### src/rtl/sdc_pkg.sv
package sdc_pkg;
  typedef enum logic [3:0] {
    IX_ID    = 4'd0,
    IX_DATA  = 4'd1,
    IX_COUNT = 4'd2,
    IX_IRQEN = 4'd3,
    IX_TXA   = 4'd4,
    IX_TXN   = 4'd5,
    IX_RXA   = 4'd6,
    IX_RXN   = 4'd7,
    IX_SIZE  = 4'd8
  } reg_ix_e;

  typedef enum logic [2:0] {
    SQ_IDLE,
    SQ_TX_FETCH,
    SQ_TX_SEND,
    SQ_RX_DRAIN,
    SQ_RX_STORE
  } seq_st_e;

  localparam int IRQ_FIFO_BIT = 0;
  localparam int IRQ_TX_BIT   = 1;
  localparam int IRQ_RX_BIT   = 2;
endpackage

### src/rtl/sdc_rx_fifo.sv
module sdc_rx_fifo #(
  parameter int DEPTH = 16,
  parameter int W     = 8,
  localparam int PW   = $clog2(DEPTH),
  localparam int CW   = $clog2(DEPTH + 1)
) (
  input  logic          clk,
  input  logic          rst,
  input  logic          push,
  input  logic [W-1:0]  push_data,
  input  logic          pop,
  output logic [W-1:0]  head,
  output logic [CW-1:0] count,
  output logic          full
);
  logic [W-1:0]  store [DEPTH];
  logic [PW-1:0] rd_ptr, rd_next, wr_slot;
  logic [CW-1:0] cnt;
  logic [CW:0]   slot_sum;

  assign slot_sum = (CW+1)'(rd_ptr) + (CW+1)'(cnt);
  assign wr_slot  = (slot_sum >= (CW+1)'(DEPTH)) ? PW'(slot_sum - (CW+1)'(DEPTH))
                                                 : PW'(slot_sum);

  always_comb begin
    rd_next = rd_ptr;
    if (pop) rd_next = (rd_ptr == PW'(DEPTH - 1)) ? '0 : rd_ptr + 1'b1;
  end

  // storage and look-ahead head register, no reset so block RAM fits
  always_ff @(posedge clk) begin
    if (push) store[wr_slot] <= push_data;
    head <= (push && wr_slot == rd_next) ? push_data : store[rd_next];
  end

  always_ff @(posedge clk) begin
    if (rst) begin
      rd_ptr <= '0;
      cnt    <= '0;
    end else begin
      rd_ptr <= rd_next;
      cnt    <= cnt + CW'(push) - CW'(pop);
    end
  end

  assign count = cnt;
  assign full  = (cnt == CW'(DEPTH));

  a_r4_no_overflow: assert property (@(posedge clk) disable iff (rst)
    cnt <= CW'(DEPTH));
  a_r4_push_room: assert property (@(posedge clk) disable iff (rst)
    push |-> cnt < CW'(DEPTH));
  a_r2_no_pop_empty: assert property (@(posedge clk) disable iff (rst)
    pop |-> cnt != '0);
endmodule

### src/rtl/sdc_irq.sv
module sdc_irq (
  input  logic       clk,
  input  logic       rst,
  input  logic [2:0] en,
  input  logic       fifo_has_data,
  input  logic       rx_pending,
  output logic       irq
);
  import sdc_pkg::*;

  always_ff @(posedge clk) begin
    if (rst) irq <= 1'b0;
    else     irq <= (en[IRQ_FIFO_BIT] && fifo_has_data) || en[IRQ_TX_BIT] ||
                    (en[IRQ_RX_BIT] && !rx_pending);
  end

  a_r9_tx_term: assert property (@(posedge clk) disable iff (rst)
    $past(en[IRQ_TX_BIT]) |-> irq);
  a_r9_all_off: assert property (@(posedge clk) disable iff (rst)
    $past(en == 3'b000) |-> !irq);
endmodule

### src/rtl/sdc_dma_seq.sv
module sdc_dma_seq #(
  parameter int MAW  = 32,
  parameter int CNTW = 16,
  parameter int CW   = 5
) (
  input  logic            clk,
  input  logic            rst,
  input  logic            wr_data,
  input  logic            wr_txa,
  input  logic            wr_txn,
  input  logic            wr_rxa,
  input  logic            wr_rxn,
  input  logic [31:0]     cmd_val,
  input  logic            host_wr,
  input  logic [CW-1:0]   fifo_count,
  input  logic            fifo_full,
  input  logic [7:0]      fifo_head,
  output logic            fifo_push,
  output logic            fifo_pop_dma,
  input  logic [7:0]      rx_data,
  input  logic            rx_valid,
  output logic            rx_ready,
  output logic [7:0]      tx_data,
  output logic            tx_valid,
  input  logic            tx_ready,
  output logic            mem_req,
  output logic            mem_we,
  output logic [MAW-1:0]  mem_addr,
  output logic [7:0]      mem_wdata,
  input  logic [7:0]      mem_rdata,
  input  logic            mem_ack,
  output logic            busy,
  output logic            tx_free,
  output logic [MAW-1:0]  tx_addr,
  output logic [MAW-1:0]  rx_addr,
  output logic [CNTW-1:0] rx_left
);
  import sdc_pkg::*;

  seq_st_e         st;
  logic [MAW-1:0]  tx_addr_q, rx_addr_q;
  logic [CNTW-1:0] tx_left_q, rx_left_q, drain_q;
  logic [CNTW-1:0] req_n, have_n;
  logic [7:0]      tx_q, hold_q;
  logic            tx_v_q, rx_take;

  assign req_n   = CNTW'(cmd_val);
  assign have_n  = CNTW'(fifo_count);
  assign busy    = (st != SQ_IDLE);
  assign tx_free = !tx_v_q || tx_ready;
  assign rx_ready = (st == SQ_IDLE) && !host_wr && ((rx_left_q != '0) || !fifo_full);
  assign rx_take  = rx_valid && rx_ready;
  assign fifo_push    = rx_take && (rx_left_q == '0);
  assign fifo_pop_dma = (st == SQ_RX_DRAIN) && mem_ack;

  assign mem_req   = (st == SQ_TX_FETCH) || (st == SQ_RX_DRAIN) || (st == SQ_RX_STORE);
  assign mem_we    = (st == SQ_RX_DRAIN) || (st == SQ_RX_STORE);
  assign mem_addr  = (st == SQ_TX_FETCH) ? tx_addr_q : rx_addr_q;
  assign mem_wdata = (st == SQ_RX_DRAIN) ? fifo_head : hold_q;

  always_ff @(posedge clk) begin
    if (rst) begin
      st        <= SQ_IDLE;
      tx_addr_q <= '0;
      rx_addr_q <= '0;
      tx_left_q <= '0;
      rx_left_q <= '0;
      drain_q   <= '0;
      tx_q      <= '0;
      hold_q    <= '0;
      tx_v_q    <= 1'b0;
    end else begin
      if (tx_v_q && tx_ready) tx_v_q <= 1'b0;
      unique case (st)
        SQ_IDLE: begin
          if (wr_data) begin
            tx_q   <= cmd_val[7:0];
            tx_v_q <= 1'b1;
          end
          if (wr_txa) tx_addr_q <= MAW'(cmd_val);
          if (wr_txn && req_n != '0) begin
            tx_left_q <= req_n;
            st        <= SQ_TX_FETCH;
          end
          if (wr_rxa) begin
            rx_left_q <= '0;
            rx_addr_q <= MAW'(cmd_val);
          end
          if (wr_rxn) begin
            if (have_n >= req_n) begin
              drain_q   <= req_n;
              rx_left_q <= '0;
              if (req_n != '0) st <= SQ_RX_DRAIN;
            end else begin
              drain_q   <= have_n;
              rx_left_q <= req_n - have_n;
              if (have_n != '0) st <= SQ_RX_DRAIN;
            end
          end
          if (rx_take && rx_left_q != '0) begin
            hold_q <= rx_data;
            st     <= SQ_RX_STORE;
          end
        end
        SQ_TX_FETCH: if (mem_ack) begin
          hold_q <= mem_rdata;
          st     <= SQ_TX_SEND;
        end
        SQ_TX_SEND: if (tx_free) begin
          tx_q      <= hold_q;
          tx_v_q    <= 1'b1;
          tx_addr_q <= tx_addr_q + 1'b1;
          tx_left_q <= tx_left_q - 1'b1;
          st        <= (tx_left_q == CNTW'(1)) ? SQ_IDLE : SQ_TX_FETCH;
        end
        SQ_RX_DRAIN: if (mem_ack) begin
          rx_addr_q <= rx_addr_q + 1'b1;
          drain_q   <= drain_q - 1'b1;
          if (drain_q == CNTW'(1)) st <= SQ_IDLE;
        end
        SQ_RX_STORE: if (mem_ack) begin
          rx_addr_q <= rx_addr_q + 1'b1;
          rx_left_q <= rx_left_q - 1'b1;
          st        <= SQ_IDLE;
        end
        default: st <= SQ_IDLE;
      endcase
    end
  end

  assign tx_data  = tx_q;
  assign tx_valid = tx_v_q;
  assign tx_addr  = tx_addr_q;
  assign rx_addr  = rx_addr_q;
  assign rx_left  = rx_left_q;

  a_r3_tx_hold: assert property (@(posedge clk) disable iff (rst)
    tx_v_q && !tx_ready |=> tx_v_q && $stable(tx_q));
  a_r6_drain_has_data: assert property (@(posedge clk) disable iff (rst)
    st == SQ_RX_DRAIN |-> fifo_count != '0);
  a_r7_store_pending: assert property (@(posedge clk) disable iff (rst)
    st == SQ_RX_STORE |-> rx_left_q != '0);
  a_r8_cancel: assert property (@(posedge clk) disable iff (rst)
    wr_rxa |=> rx_left_q == '0);
  a_r10_mem_hold: assert property (@(posedge clk) disable iff (rst)
    mem_req && !mem_ack |=> mem_req && $stable(mem_addr));
endmodule

### src/rtl/serial_dma_ctrl.sv
module serial_dma_ctrl #(
  parameter int          ADDR_W   = 12,
  parameter int          DEPTH    = 16,
  parameter int          MAW      = 32,
  parameter int          CNTW     = 16,
  parameter logic [31:0] ID_VALUE = 32'h5E71_A000,
  localparam int         IXW      = ADDR_W - 2,
  localparam int         CW       = $clog2(DEPTH + 1)
) (
  input  logic              clk,
  input  logic              rst,
  input  logic              bus_valid,
  input  logic              bus_write,
  input  logic [ADDR_W-1:0] bus_addr,
  input  logic [31:0]       bus_wdata,
  output logic              bus_ready,
  output logic [31:0]       bus_rdata,
  output logic              bus_rvalid,
  output logic [7:0]        tx_data,
  output logic              tx_valid,
  input  logic              tx_ready,
  input  logic [7:0]        rx_data,
  input  logic              rx_valid,
  output logic              rx_ready,
  output logic              mem_req,
  output logic              mem_we,
  output logic [MAW-1:0]    mem_addr,
  output logic [7:0]        mem_wdata,
  input  logic [7:0]        mem_rdata,
  input  logic              mem_ack,
  output logic              irq
);
  import sdc_pkg::*;

  logic [IXW-1:0]  ix;
  logic            is_data, free_rd, wr_go, rd_go, busy, tx_free;
  logic            fifo_push, fifo_pop, pop_dma, pop_host, fifo_full;
  logic [CW-1:0]   fifo_count;
  logic [7:0]      fifo_head;
  logic [2:0]      int_en;
  logic [MAW-1:0]  tx_addr, rx_addr;
  logic [CNTW-1:0] rx_left;
  logic [31:0]     rd_val;
  logic            unused_lo;

  assign unused_lo = ^bus_addr[1:0];
  assign ix        = bus_addr[ADDR_W-1:2];
  assign is_data   = (ix == IXW'(IX_DATA));
  assign free_rd   = (ix == IXW'(IX_ID)) || (ix == IXW'(IX_IRQEN)) ||
                     (ix == IXW'(IX_SIZE)) || (ix > IXW'(IX_SIZE));
  assign bus_ready = bus_valid && (bus_write ? (!busy && (!is_data || tx_free))
                                             : (!busy || free_rd));
  assign wr_go     = bus_ready && bus_write;
  assign rd_go     = bus_ready && !bus_write;
  assign pop_host  = rd_go && is_data && (fifo_count != '0);
  assign fifo_pop  = pop_host || pop_dma;

  always_ff @(posedge clk) begin
    if (rst) int_en <= '0;
    else if (wr_go && ix == IXW'(IX_IRQEN)) int_en <= bus_wdata[2:0];
  end

  always_comb begin
    rd_val = '0;
    case (ix)
      IXW'(IX_ID):    rd_val = ID_VALUE;
      IXW'(IX_DATA):  rd_val = (fifo_count != '0) ? {24'h0, fifo_head} : 32'hFFFF_FFFF;
      IXW'(IX_COUNT): rd_val = 32'(fifo_count);
      IXW'(IX_IRQEN): rd_val = {29'h0, int_en};
      IXW'(IX_TXA):   rd_val = 32'(tx_addr);
      IXW'(IX_TXN):   rd_val = '0;
      IXW'(IX_RXA):   rd_val = 32'(rx_addr);
      IXW'(IX_RXN):   rd_val = 32'(rx_left);
      IXW'(IX_SIZE):  rd_val = 32'(DEPTH);
      default:        rd_val = '0;
    endcase
  end

  always_ff @(posedge clk) begin
    if (rst) begin
      bus_rvalid <= 1'b0;
      bus_rdata  <= '0;
    end else begin
      bus_rvalid <= rd_go;
      if (rd_go) bus_rdata <= rd_val;
    end
  end

  sdc_rx_fifo #(.DEPTH(DEPTH), .W(8)) u_fifo (
    .clk(clk), .rst(rst), .push(fifo_push), .push_data(rx_data),
    .pop(fifo_pop), .head(fifo_head), .count(fifo_count), .full(fifo_full)
  );

  sdc_dma_seq #(.MAW(MAW), .CNTW(CNTW), .CW(CW)) u_seq (
    .clk(clk), .rst(rst),
    .wr_data(wr_go && is_data),
    .wr_txa(wr_go && ix == IXW'(IX_TXA)),
    .wr_txn(wr_go && ix == IXW'(IX_TXN)),
    .wr_rxa(wr_go && ix == IXW'(IX_RXA)),
    .wr_rxn(wr_go && ix == IXW'(IX_RXN)),
    .cmd_val(bus_wdata), .host_wr(bus_valid && bus_write),
    .fifo_count(fifo_count), .fifo_full(fifo_full), .fifo_head(fifo_head),
    .fifo_push(fifo_push), .fifo_pop_dma(pop_dma),
    .rx_data(rx_data), .rx_valid(rx_valid), .rx_ready(rx_ready),
    .tx_data(tx_data), .tx_valid(tx_valid), .tx_ready(tx_ready),
    .mem_req(mem_req), .mem_we(mem_we), .mem_addr(mem_addr),
    .mem_wdata(mem_wdata), .mem_rdata(mem_rdata), .mem_ack(mem_ack),
    .busy(busy), .tx_free(tx_free), .tx_addr(tx_addr), .rx_addr(rx_addr),
    .rx_left(rx_left)
  );

  sdc_irq u_irq (
    .clk(clk), .rst(rst), .en(int_en), .fifo_has_data(fifo_count != '0),
    .rx_pending(rx_left != '0), .irq(irq)
  );

  a_r10_stall_wr: assert property (@(posedge clk) disable iff (rst)
    busy && bus_valid && bus_write |-> !bus_ready);
  a_r12_rvalid: assert property (@(posedge clk) disable iff (rst)
    rd_go |=> bus_rvalid);
  a_r2_empty_keep: assert property (@(posedge clk) disable iff (rst)
    rd_go && is_data && fifo_count == '0 && !fifo_push |=> fifo_count == '0);
endmodule

### config.mk
export PLATFORM = sky130hd
export DESIGN_NAME = serial_dma_ctrl
export DESIGN_NICKNAME = d
export VERILOG_FILES = /design/src/rtl/sdc_pkg.sv /design/src/rtl/sdc_rx_fifo.sv /design/src/rtl/sdc_irq.sv /design/src/rtl/sdc_dma_seq.sv /design/src/rtl/serial_dma_ctrl.sv
export SDC_FILE = /design/constraint.sdc
export NUM_CORES = 1
export LEC_CHECK = 0
export BUFFER_PORTS_ARGS = -buffer_cell sky130_fd_sc_hd__buf_2
export CAP_MARGIN = 20
export CELL_PAD_IN_SITES_DETAIL_PLACEMENT = 0
export CELL_PAD_IN_SITES_GLOBAL_PLACEMENT = 1
export CORE_MARGIN = 2
export CORE_UTILIZATION = 50
export CTS_CLUSTER_SIZE = 10
export DETAILED_ROUTE_END_ITERATION = 8
export PLACE_DENSITY = 0.91
export SLEW_MARGIN = 10
export SYNTH_ARGS = -nofsm -noshare
export SYNTH_HDL_FRONTEND = slang
export SYNTH_SLANG_ARGS = --single-unit
### constraint.sdc
create_clock -name clk -period 6.9 [get_ports clk]
set_clock_uncertainty 0.15 [all_clocks]
set_input_delay 1.035 -clock clk [delete_from_list [all_inputs] [get_ports clk]]
set_output_delay 1.035 -clock clk [all_outputs]
set_load 0.05 [all_outputs]
==> results.sh, run 1 <==
export IMPL_clock_latency_ns=0.55
export IMPL_syn_avg_cell_area_um2=9.53
export IMPL_yosys_cell_types_count=85
export IMPL_synthFlopType="dfxtp_1"
export IMPL_dp_hpwl_um=38200
export IMPL_crit_required_ns=7.23
export IMPL_die_w_um=186
export IMPL_synth_most_common_cell="dfxtp_1"
export IMPL_gp_congestion=0.970
export IMPL_cp_max_fo=20
export IMPL_die_area_um2=34500
export IMPL_crit_type="flip-flop to flip-flop"
export IMPL_tightest_slew_ns=1.05
export IMPL_cap_violations=0
export IMPL_die_h_um=186
export IMPL_finalPower_mw=5.41
export IMPL_synthArstFlopShare_pct=0
export IMPL_period_needed_ns=4.45
export IMPL_cts_tree="done"
export IMPL_clockBufferDepth=3
export IMPL_syn_nets=1825
export IMPL_critPathLaunch="u_seq.st[2]"
export IMPL_ys_ff_latch=310
export IMPL_route_vias_total=15000
export IMPL_cts_buffers_inserted=38
export IMPL_syn_area_um2=16500
export IMPL_syn_inst=1733
export IMPL_cts_resized=0
export IMPL_hold_buffers=0
export IMPL_antenna_found_initial=3
export IMPL_finalNetCount=1929
export IMPL_rsz0062_at_grt="no"
export IMPL_core_um2=32500
export IMPL_clk_pin_slew_ns=0.06
export IMPL_grt_overflow=0
export IMPL_finalSetupViolCount=0
export IMPL_fill_cells=2865
export IMPL_start_kind="flip-flop"
export IMPL_synth_top_area_share_pct=23.3
export IMPL_drc=0
export IMPL_dr_pass1_iters=5
export IMPL_yosys_top_cells_count="dfxtp_1 (182), nand2_1 (180), nor2_1 (171)"
export IMPL_wl_per_cell_um=23.7
export IMPL_yosysSeqAreaShare_pct=45.3
export IMPL_hold_path_class="flip-flop to flip-flop"
export IMPL_cp_top_family="simple AND/OR/NAND/NOR gates"
export IMPL_fin_crit_sh_pct=64.4
export IMPL_viasPerCell=6.49
export IMPL_endpoint_kind="flip-flop"
export IMPL_root_buffer="clkbuf_16"
export IMPL_utilization_pct=57.7
export IMPL_grt_max_degree=78
export IMPL_h_tree_depth=2
export IMPL_p_per_area_nw_per_um2=288
export IMPL_hold_viol=0
export IMPL_area_growth_pct=13.8
export IMPL_drtIter0Drc=1514
export IMPL_drt_wl_total_um=54600
export IMPL_yosysWarnings=0
export IMPL_synth_area_leaders="edfxtp_1 (23%), dfxtp_1 (22%), mux4_2 (5.2%), a21oi_1 (4.4%), nand2_1 (4.1%)"
export IMPL_regArea_um2=7490
export IMPL_grt_pass1_wl_um=82500
export IMPL_layout_drive_gt1_share_pct=19.4
export IMPL_synth_edf_count=128
export IMPL_cts_num_sinks=310
export IMPL_status="complete, no violations"
export IMPL_drv_slew=0
export IMPL_cp_data_arrival_time_ns=4.77
export IMPL_ios=154
export IMPL_crit_slowest_cell="nand3b_1"
export IMPL_path_cells="nand3b_1, nor2_1, a41oi_1, inv_1, ha_1, inv_1, ha_1, inv_1, fa_1, inv_1, a21oi_1, nor2_1, or3_1, a21oi_1"
export IMPL_start_util_pct=50.8
export IMPL_finalSetupTns_ns=0
export IMPL_critical_path_buf_inv_count=4
export IMPL_antenna_left=0
export IMPL_crit_top_cell="inv_1"
export IMPL_fmaxAchievable_mhz=225
export IMPL_hp_start="bus_rdata[30]"
export IMPL_first_global_vias=14100
export IMPL_max_slew_margin_pct=29.3
export IMPL_rows=66
export IMPL_port_buffers=151
export IMPL_ir_worst_vdd_uv=349
export IMPL_r2r_start="u_seq.st[2]"
export IMPL_grt_total_usage_pct=31.3
export IMPL_critPathMaxStageDelay_ns=0.81
export IMPL_multi_input_comb_area_um2=8490
export IMPL_postCtsSetupBuffers=0
export IMPL_yosys_area_top_type="edfxtp_1"
export IMPL_leakage_nw=6.65
-- cells by family (layout without fill, tap and decap cells) --
kind of cell,Yosys count,after routing,synth area share [%]
mux,93,93,8.77
simple gates,609,609,17.8
flops,310,310,45.3
buf+inv,144,274,3.44
other cells,0,3,0
compound gates,521,521,21.0
xor+xnor,31,31,1.64
fa+ha+maj,25,25,2.03
-- path summary, 6_finish.rpt --
path	endpoint	slack [ns]	depth (start not counted)
worst min register to register	bus_rdata[30]	0.30	2
worst max-delay path	u_fifo.count[4]	2.45	14
worst min-delay path	bus_rdata[30]	0.30	2
worst max register to register	u_fifo.count[4]	2.45	14
-- worst min-delay path, delay by kind of cell (launching register included) --
family	cells	cell delay, ns
flops	1	0.30
simple gates	1	0.05
compound gates	1	0.05
-- where the power goes --
part           total [mW]  internal, mW  switching, mW
Clock                1.90          1.10          0.798
Sequential           2.17          2.02          0.147
Combinational        1.35         0.442          0.904
-- stage by stage --
stage / hold slack [ns] / worst slack [ns] / instance area (µm²) / cells
after floorplan: 0.289 / 3.04 / 16500 / 1733
after global placement: 0.292 / 2.24 / 17600 / 2237
after detailed placement: 0.293 / 2.18 / 17600 / 2237
after CTS: 0.301 / 2.55 / 18800 / 2303
after global routing: 0.318 / 2.23 / 18800 / 2306
final: 0.302 / 2.45 / 18800 / 2308
-- layout by cell type (no fill, tap or decap), drive strengths merged, types with 37 or more instances in the layout --
| cell type | Yosys | routed |
|---|---|---|
| a21oi | 153 | 153 |
| a22oi | 37 | 37 |
| buf | 21 | 178 |
| clkbuf | 94 | 61 |
| dfxtp | 182 | 182 |
| edfxtp | 128 | 128 |
| mux4 | 38 | 38 |
| nand2 | 180 | 180 |
| nand3 | 39 | 39 |
| nor2 | 171 | 171 |
| nor3 | 53 | 53 |
| o21ai | 116 | 116 |
-- per-layer routing --
metal  vias to the layer above  wire length (µm)  global-route usage (%)  share of wire, %
met5                         -                 0                       0                 0
met4                         0              2760                    15.1               5.0
met3                       143              4190                    4.60               7.7
met2                       759             26400                    53.0                48
met1                      7308             21300                    39.2                39
li1                       6775                 -                       -                 -
-- layout make-up --
cell class,instances,area share (%)
multi-input cells,1279,45.2
flip-flops and latches,310,39.9
clock inverters,6,0.626
diodes,3,0.0400
repair buffers,179,5.14
clock buffers,60,5.61
inverters,29,0.579
well taps,442,2.94
-- flip-flops by register name, summed over array words and instances (netlist names), named ones only --
name	flops
u_seq.hold_q	8
bus_rvalid	1
u_seq.tx_left_q	16
u_seq.tx_addr	32
bus_rdata	32
u_seq.tx_valid	1
u_seq.drain_q	16
u_fifo.store	128
u_seq.rx_left	16
int_en	3
u_seq.rx_addr	32
u_fifo.count	5
u_fifo.rd_ptr	4
u_seq.tx_data	8
u_irq.irq	1
u_seq.st	3
No activity file was read; power rests on OpenSTA's default activity.
==> run 2, diff against run 1 <==
- CORE_UTILIZATION: 50 -> 47
- PLACE_DENSITY: 0.91 -> 0.87
- clock period: 6.9 -> 4.5 ns (I/O delays scaled with it)
==> run 2 against run 1 <==
Effect of this change: hold slack lost 0.0015 ns; first-iteration DRC count shrank 5.6%; cell count grew 1.6%; via count is essentially flat; combinational power grew 56%; die area grew 6.2%; non-clock buffer count grew 32; largest cell class unchanged; largest power group unchanged; clock-buffer cell count shrank 4.
==> results.sh, run 2 (synthesis results as in run 1) <==
export IMPL_status="complete, no violations"
export IMPL_postCtsSetupBuffers=0
export IMPL_largest_reg_flops=128
export IMPL_hold_buffers=0
export IMPL_dr_pass1_iters=6
export IMPL_grt_pass1_wl_um=85200
export IMPL_min_to="bus_rdata[28]"
export IMPL_n_antenna_cell=0
export IMPL_ir_worst_vdd_uv=388
export IMPL_ios=154
export IMPL_setup_ws_ns=0.632
export IMPL_r2r_cells=16
export IMPL_layout_cells_most_common="dfxtp_1"
export IMPL_r2r_slack_ns=0.87
export IMPL_port_buffers=151
export IMPL_grt_overflow=0
export IMPL_rows=68
export IMPL_clk_pin_slew_ns=0.06
export IMPL_clockBufferDepth=3
export IMPL_timing_rr_end="u_fifo.count[4]"
export IMPL_viasPerCell=6.38
export IMPL_crit_slowest_cell="dfxtp_2"
export IMPL_die_w_um=191
export IMPL_fin_crit_sh_pct=86.0
export IMPL_h_tree_depth=2
export IMPL_wl_per_cell_um=24.1
export IMPL_crit_type="flip-flop to primary output"
export IMPL_grt_max_degree=149
export IMPL_rsz0062_at_grt="no"
export IMPL_hold_path_class="flip-flop to flip-flop"
export IMPL_route_vias_total=15000
export IMPL_antenna_left=0
export IMPL_cts_num_sinks=310
export IMPL_r2r_start="u_fifo.count[2]"
export IMPL_tightest_slew_ns=1.11
export IMPL_root_buffer="clkbuf_16"
export IMPL_endpoint_kind="primary output"
export IMPL_layout_drive_gt1_share_pct=20.9
export IMPL_hp_start="bus_rdata[28]"
export IMPL_crit_required_ns=3.67
export IMPL_die_h_um=191
export IMPL_gp_congestion=0.933
export IMPL_largest_register="u_fifo.store"
export IMPL_period_needed_ns=3.87
export IMPL_die_area_um2=36700
export IMPL_clock_latency_ns=0.56
export IMPL_start_kind="flip-flop"
export IMPL_drtIter0Drc=1429
export IMPL_cp_data_arrival_time_ns=3.04
export IMPL_first_global_vias=14400
export IMPL_max_slew_margin_pct=26.2
export IMPL_p_per_area_nw_per_um2=437
export IMPL_fmaxAchievable_mhz=259
export IMPL_core_um2=34500
export IMPL_leakage_nw=6.83
export IMPL_fill_cells=3127
export IMPL_antenna_found_initial=0
export IMPL_cts_buffers_inserted=38
export IMPL_cts_tree="done"
export IMPL_dp_hpwl_um=39800
export IMPL_critPathMaxStageDelay_ns=0.66
export IMPL_area_growth_pct=15.4
export IMPL_pre_cts_slack_ns=0.813
export IMPL_cp_max_fo=15
export IMPL_finalSetupViolCount=0
export IMPL_drt_wl_total_um=56500
export IMPL_hold_viol=0
export IMPL_finalNetCount=1961
export IMPL_drc=0
export IMPL_grt_total_usage_pct=30.6
export IMPL_cap_violations=0
export IMPL_hold_depth=2
export IMPL_final_cell_mix="dfxtp_1 (181), nand2_1 (180), nor2_1 (170)"
export IMPL_cts_resized=0
export IMPL_finalSetupTns_ns=0
export IMPL_drv_slew=0
export IMPL_path_cells="buf_4, mux4_2, mux4_2, nand2_1, nand2_1, buf_2"
export IMPL_finalPower_mw=8.33
export IMPL_start_util_pct=47.8
## run 2: worst max path at each step
| stage | start | end | slack (ns) | cells past startpoint |
|---|---|---|---|---|
| floorplan | bus_addr[4] | u_fifo.count[4] | 1.0 | 15 |
| global placement | bus_addr[4] | u_fifo.count[4] | 0.85 | 17 |
| detailed placement | bus_addr[4] | u_fifo.count[4] | 0.81 | 17 |
| CTS | flip-flop | mem_wdata[3] | 0.54 | 6 |
| global route | flip-flop | mem_wdata[3] | 0.48 | 6 |
| finish | flip-flop | mem_wdata[3] | 0.63 | 6 |
## run 2: area by class of cell
type	instances	area (µm²)	share of cell area, %
multi-input cells	1279	8490	44.6
repair buffers	211	1220	6.41
clock buffers	56	1050	5.50
flip-flops and latches	310	7490	39.3
clock inverters	6	124	0.650
well taps	455	569	2.99
inverters	29	109	0.571
## run 2: power breakdown
part	leakage, nW	total, mW	internal [mW]	switching, mW
Clock	0.562	2.92	1.69	1.23
Sequential	2.62	3.31	3.10	0.217
Combinational	3.65	2.10	0.708	1.39
## run 2: routing by layer
layer / global-route usage (%) / wire length [µm] / part of all wire (%) / vias up
li1: - / - / - / 6826
met1: 37.4 / 21800 / 39 / 7216
met2: 51.5 / 27000 / 48 / 763
met3: 4.90 / 4440 / 7.8 / 168
met4: 16.8 / 3260 / 5.8 / 0
met5: 0 / 0 / 0 / -
## run 2: critical path, delay by kind of cell (launching register included)
family        cells  cell delay [ns]
buf+inv           2             0.54
flops             1             0.66
mux               2             1.11
simple gates      2             0.17
## run 2: per-stage QoR
step	hold WS, ns	area (µm²)	cells	utilization (%)
6_report	0.300	19100	2346	55.2
5_1_grt	0.304	19100	2346	55.2
4_1_cts	0.285	19100	2346	55.2
3_5_place_dp	0.293	17900	2284	51.8
3_3_place_gp	0.292	17900	2284	51.8
2_1_floorplan	0.289	16500	1733	-
==> run 3, diff against run 2 <==
- SYNTH_HIERARCHICAL: not set -> 1
==> run 3 against run 2 <==
Effect of this change: flip-flop and latch count unchanged; first-iteration DRC count increased by 17%; critical endpoint is now mem_wdata[2]; hold slack got worse by 0.034 ns; maximum frequency decreased by 1.9%; power increased by 15%; utilization decreased by 1.2 points; critical path type unchanged.
==> results.sh, run 3 <==
export IMPL_clk_pin_slew_ns=0.06
export IMPL_finalSetupTns_ns=0
export IMPL_p_per_area_nw_per_um2=488
export IMPL_hold_viol=0
export IMPL_cp_max_fo=25
export IMPL_layout_cells_most_common="nand2_1"
export IMPL_period_needed_ns=3.94
export IMPL_grt_pass1_wl_um=87900
export IMPL_synth_area_leaders="edfxtp_1 (22%), dfxtp_1 (21%), nand2_1 (4.1%), mux2_2 (3.3%), a21oi_1 (3.3%)"
export IMPL_hold_buffers=0
export IMPL_syn_inst=1806
export IMPL_cp_data_arrival_time_ns=3.12
export IMPL_port_buffers=151
export IMPL_antenna_left=0
export IMPL_crit_required_ns=3.67
export IMPL_cap_violations=0
export IMPL_clock_latency_ns=0.56
export IMPL_ios=154
export IMPL_fin_crit_sh_pct=87.6
export IMPL_cts_resized=0
export IMPL_ys_ff_latch=310
export IMPL_postCtsSetupBuffers=0
export IMPL_largest_register="u_fifo/store"
export IMPL_n_antenna_cell=0
export IMPL_fill_cells=3227
export IMPL_grt_max_degree=77
export IMPL_grt_use_met2_pct=49.3
export IMPL_first_global_vias=14900
export IMPL_crit_top_cell="nand2_1"
export IMPL_die_area_um2=38400
export IMPL_synth_xor_area_share_pct=0.911
export IMPL_dp_hpwl_um=40600
export IMPL_yosysSeqAreaShare_pct=43.3
export IMPL_viasPerCell=6.54
export IMPL_tightest_slew_ns=0.941
export IMPL_critPathMaxStageDelay_ns=0.87
export IMPL_utilization_pct=54.0
export IMPL_synth_top_family_by_area="compound AO/OA/AOI/OAI gates"
export IMPL_start_kind="flip-flop"
export IMPL_syn_area_um2=17300
export IMPL_area_growth_pct=13.6
export IMPL_yosys_top_cells_count="nand2_1 (190), dfxtp_1 (182), nor2_1 (135)"
export IMPL_drv_slew=0
export IMPL_antenna_found_initial=4
export IMPL_synthAdderAreaFrac_pct=2.01
export IMPL_synth_edf_count=128
export IMPL_h_tree_depth=2
export IMPL_synthMuxAreaShare_pct=10.1
export IMPL_rsz0062_at_grt="no"
export IMPL_setup_ws_ns=0.558
export IMPL_syn_nets=1899
export IMPL_path_cells="buf_4, mux4_1, a22oi_1, nand2_1, nand2_1, nand2_1, buf_2"
export IMPL_busiest_layer="met2"
export IMPL_route_vias_total=15800
export IMPL_rows=70
export IMPL_finalNetCount=2014
export IMPL_leakage_nw=7.05
export IMPL_syn_avg_cell_area_um2=9.58
export IMPL_grt_total_usage_pct=29.5
export IMPL_fmaxAchievable_mhz=254
export IMPL_die_w_um=196
export IMPL_core_um2=36400
export IMPL_synthArstFlopShare_pct=0
export IMPL_synthSimpleGateAreaFrac_pct=19.2
export IMPL_ir_worst_vdd_uv=548
export IMPL_gp_congestion=0.975
export IMPL_crit_slowest_cell="dfxtp_2"
export IMPL_synth_most_common_cell="nand2_1"
export IMPL_layout_drive_gt1_share_pct=19.9
export IMPL_synthFlopType="dfxtp_1"
export IMPL_root_buffer="clkbuf_16"
export IMPL_synth_top_area_share_pct=22.2
export IMPL_yosysWarnings=6
export IMPL_dr_pass1_iters=7
export IMPL_die_h_um=196
export IMPL_synth_compound_gate_area_share_pct=20.3
export IMPL_drtIter0Drc=1676
export IMPL_largest_reg_flops=128
export IMPL_use_met1_pct=37.3
export IMPL_drc=0
export IMPL_clockBufferDepth=3
export IMPL_cts_tree="done"
export IMPL_wl_per_cell_um=24.0
export IMPL_status="complete, no violations"
export IMPL_pre_cts_slack_ns=0.424
export IMPL_drt_wl_total_um=58100
export IMPL_endpoint_kind="primary output"
export IMPL_regArea_um2=7490
export IMPL_cts_buffers_inserted=38
export IMPL_yosys_cell_types_count=98
export IMPL_multi_input_comb_area_um2=9150
export IMPL_cts_num_sinks=310
export IMPL_hold_path_class="primary input to flip-flop"
export IMPL_max_slew_margin_pct=37.0
export IMPL_crit_type="flip-flop to primary output"
export IMPL_finalSetupViolCount=0
export IMPL_use_met3_pct=5.24
export IMPL_final_cell_mix="nand2_1 (190), dfxtp_1 (180), buf_2 (150)"
export IMPL_yosys_area_top_type="edfxtp_1"
export IMPL_start_util_pct=47.5
export IMPL_grt_overflow=0
[run 3: cell types whose count changed after synthesis, moves of 18 or more]
cell      previous run  this run
nor2_1             171       135
a21oi_1            144       114
a211oi_1            28        55
nand3_1             39        60
mux4_2              38        18
nor4_1              16        35
mux2_2              33        51
mux2i_1             22        40
[run 3: worst paths after layout]
check	slack, ns	to	cells past startpoint	start
worst max-delay path	0.56	mem_wdata[2]	7	flip-flop
worst min-delay path	0.27	u_seq/rx_addr[31]	3	bus_wdata[31]
worst max register to register	0.76	u_fifo/count[4]	12	u_seq/rx_left[0]
worst min register to register	0.30	bus_rdata[23]	2	bus_rdata[23]
[run 3: kinds of logic (layout without fill, tap and decap cells)]
family	after synthesis	after routing
and+or+nand+nor	648	648
AOI/OAI and AO/OA	518	518
DFF	310	310
buffers and inverters	163	305
muxes	123	123
adders and majority gates	26	26
xor gates and xnor gates	18	18
[run 3: where the power goes]
part,internal (mW),switching [mW],total (mW)
clock,1.64,1.25,2.88
combinational,1.04,2.19,3.23
sequential,3.19,0.301,3.49
total,5.87,3.74,9.61
[run 3: area by class of cell]
class                   instances  area share [%]
clock buffers                  63            5.41
clock inverters                 4           0.503
inverters                      35           0.668
multi-input cells            1333            46.5
flip-flops and latches        310            38.1
well taps                     468            2.98
repair buffers                203            5.84
[run 3: metrics by stage]
step / std cells / total power, mW / hold WS, ns / cell area [µm²]
6_report: 2416 / 9.61 / 0.267 / 19700
5_1_grt: 2416 / 10.0 / 0.273 / 19700
4_1_cts: 2415 / 9.56 / 0.256 / 19700
3_5_place_dp: 2348 / 6.67 / 0.303 / 18500
3_3_place_gp: 2348 / 6.60 / 0.292 / 18500
2_1_floorplan: 1806 / 5.71 / 0.299 / 17300
[run 3: critical path, delay by kind of cell (launching register included)]
family                 cells  cell delay, ns
flip-flops                 1            0.87
AND/OR/NAND/NOR            3            0.37
AO/OA/AOI/OAI              1            0.21
buffers and inverters      2            0.50
multiplexers               1            0.62
[run 3: per-layer routing]
layer  share of wire (%)  up-vias
met2                  47      798
met4                 4.9        6
li1                    -     7142
met5               0.076        -
met1                  39     7681
met3                 8.2      169
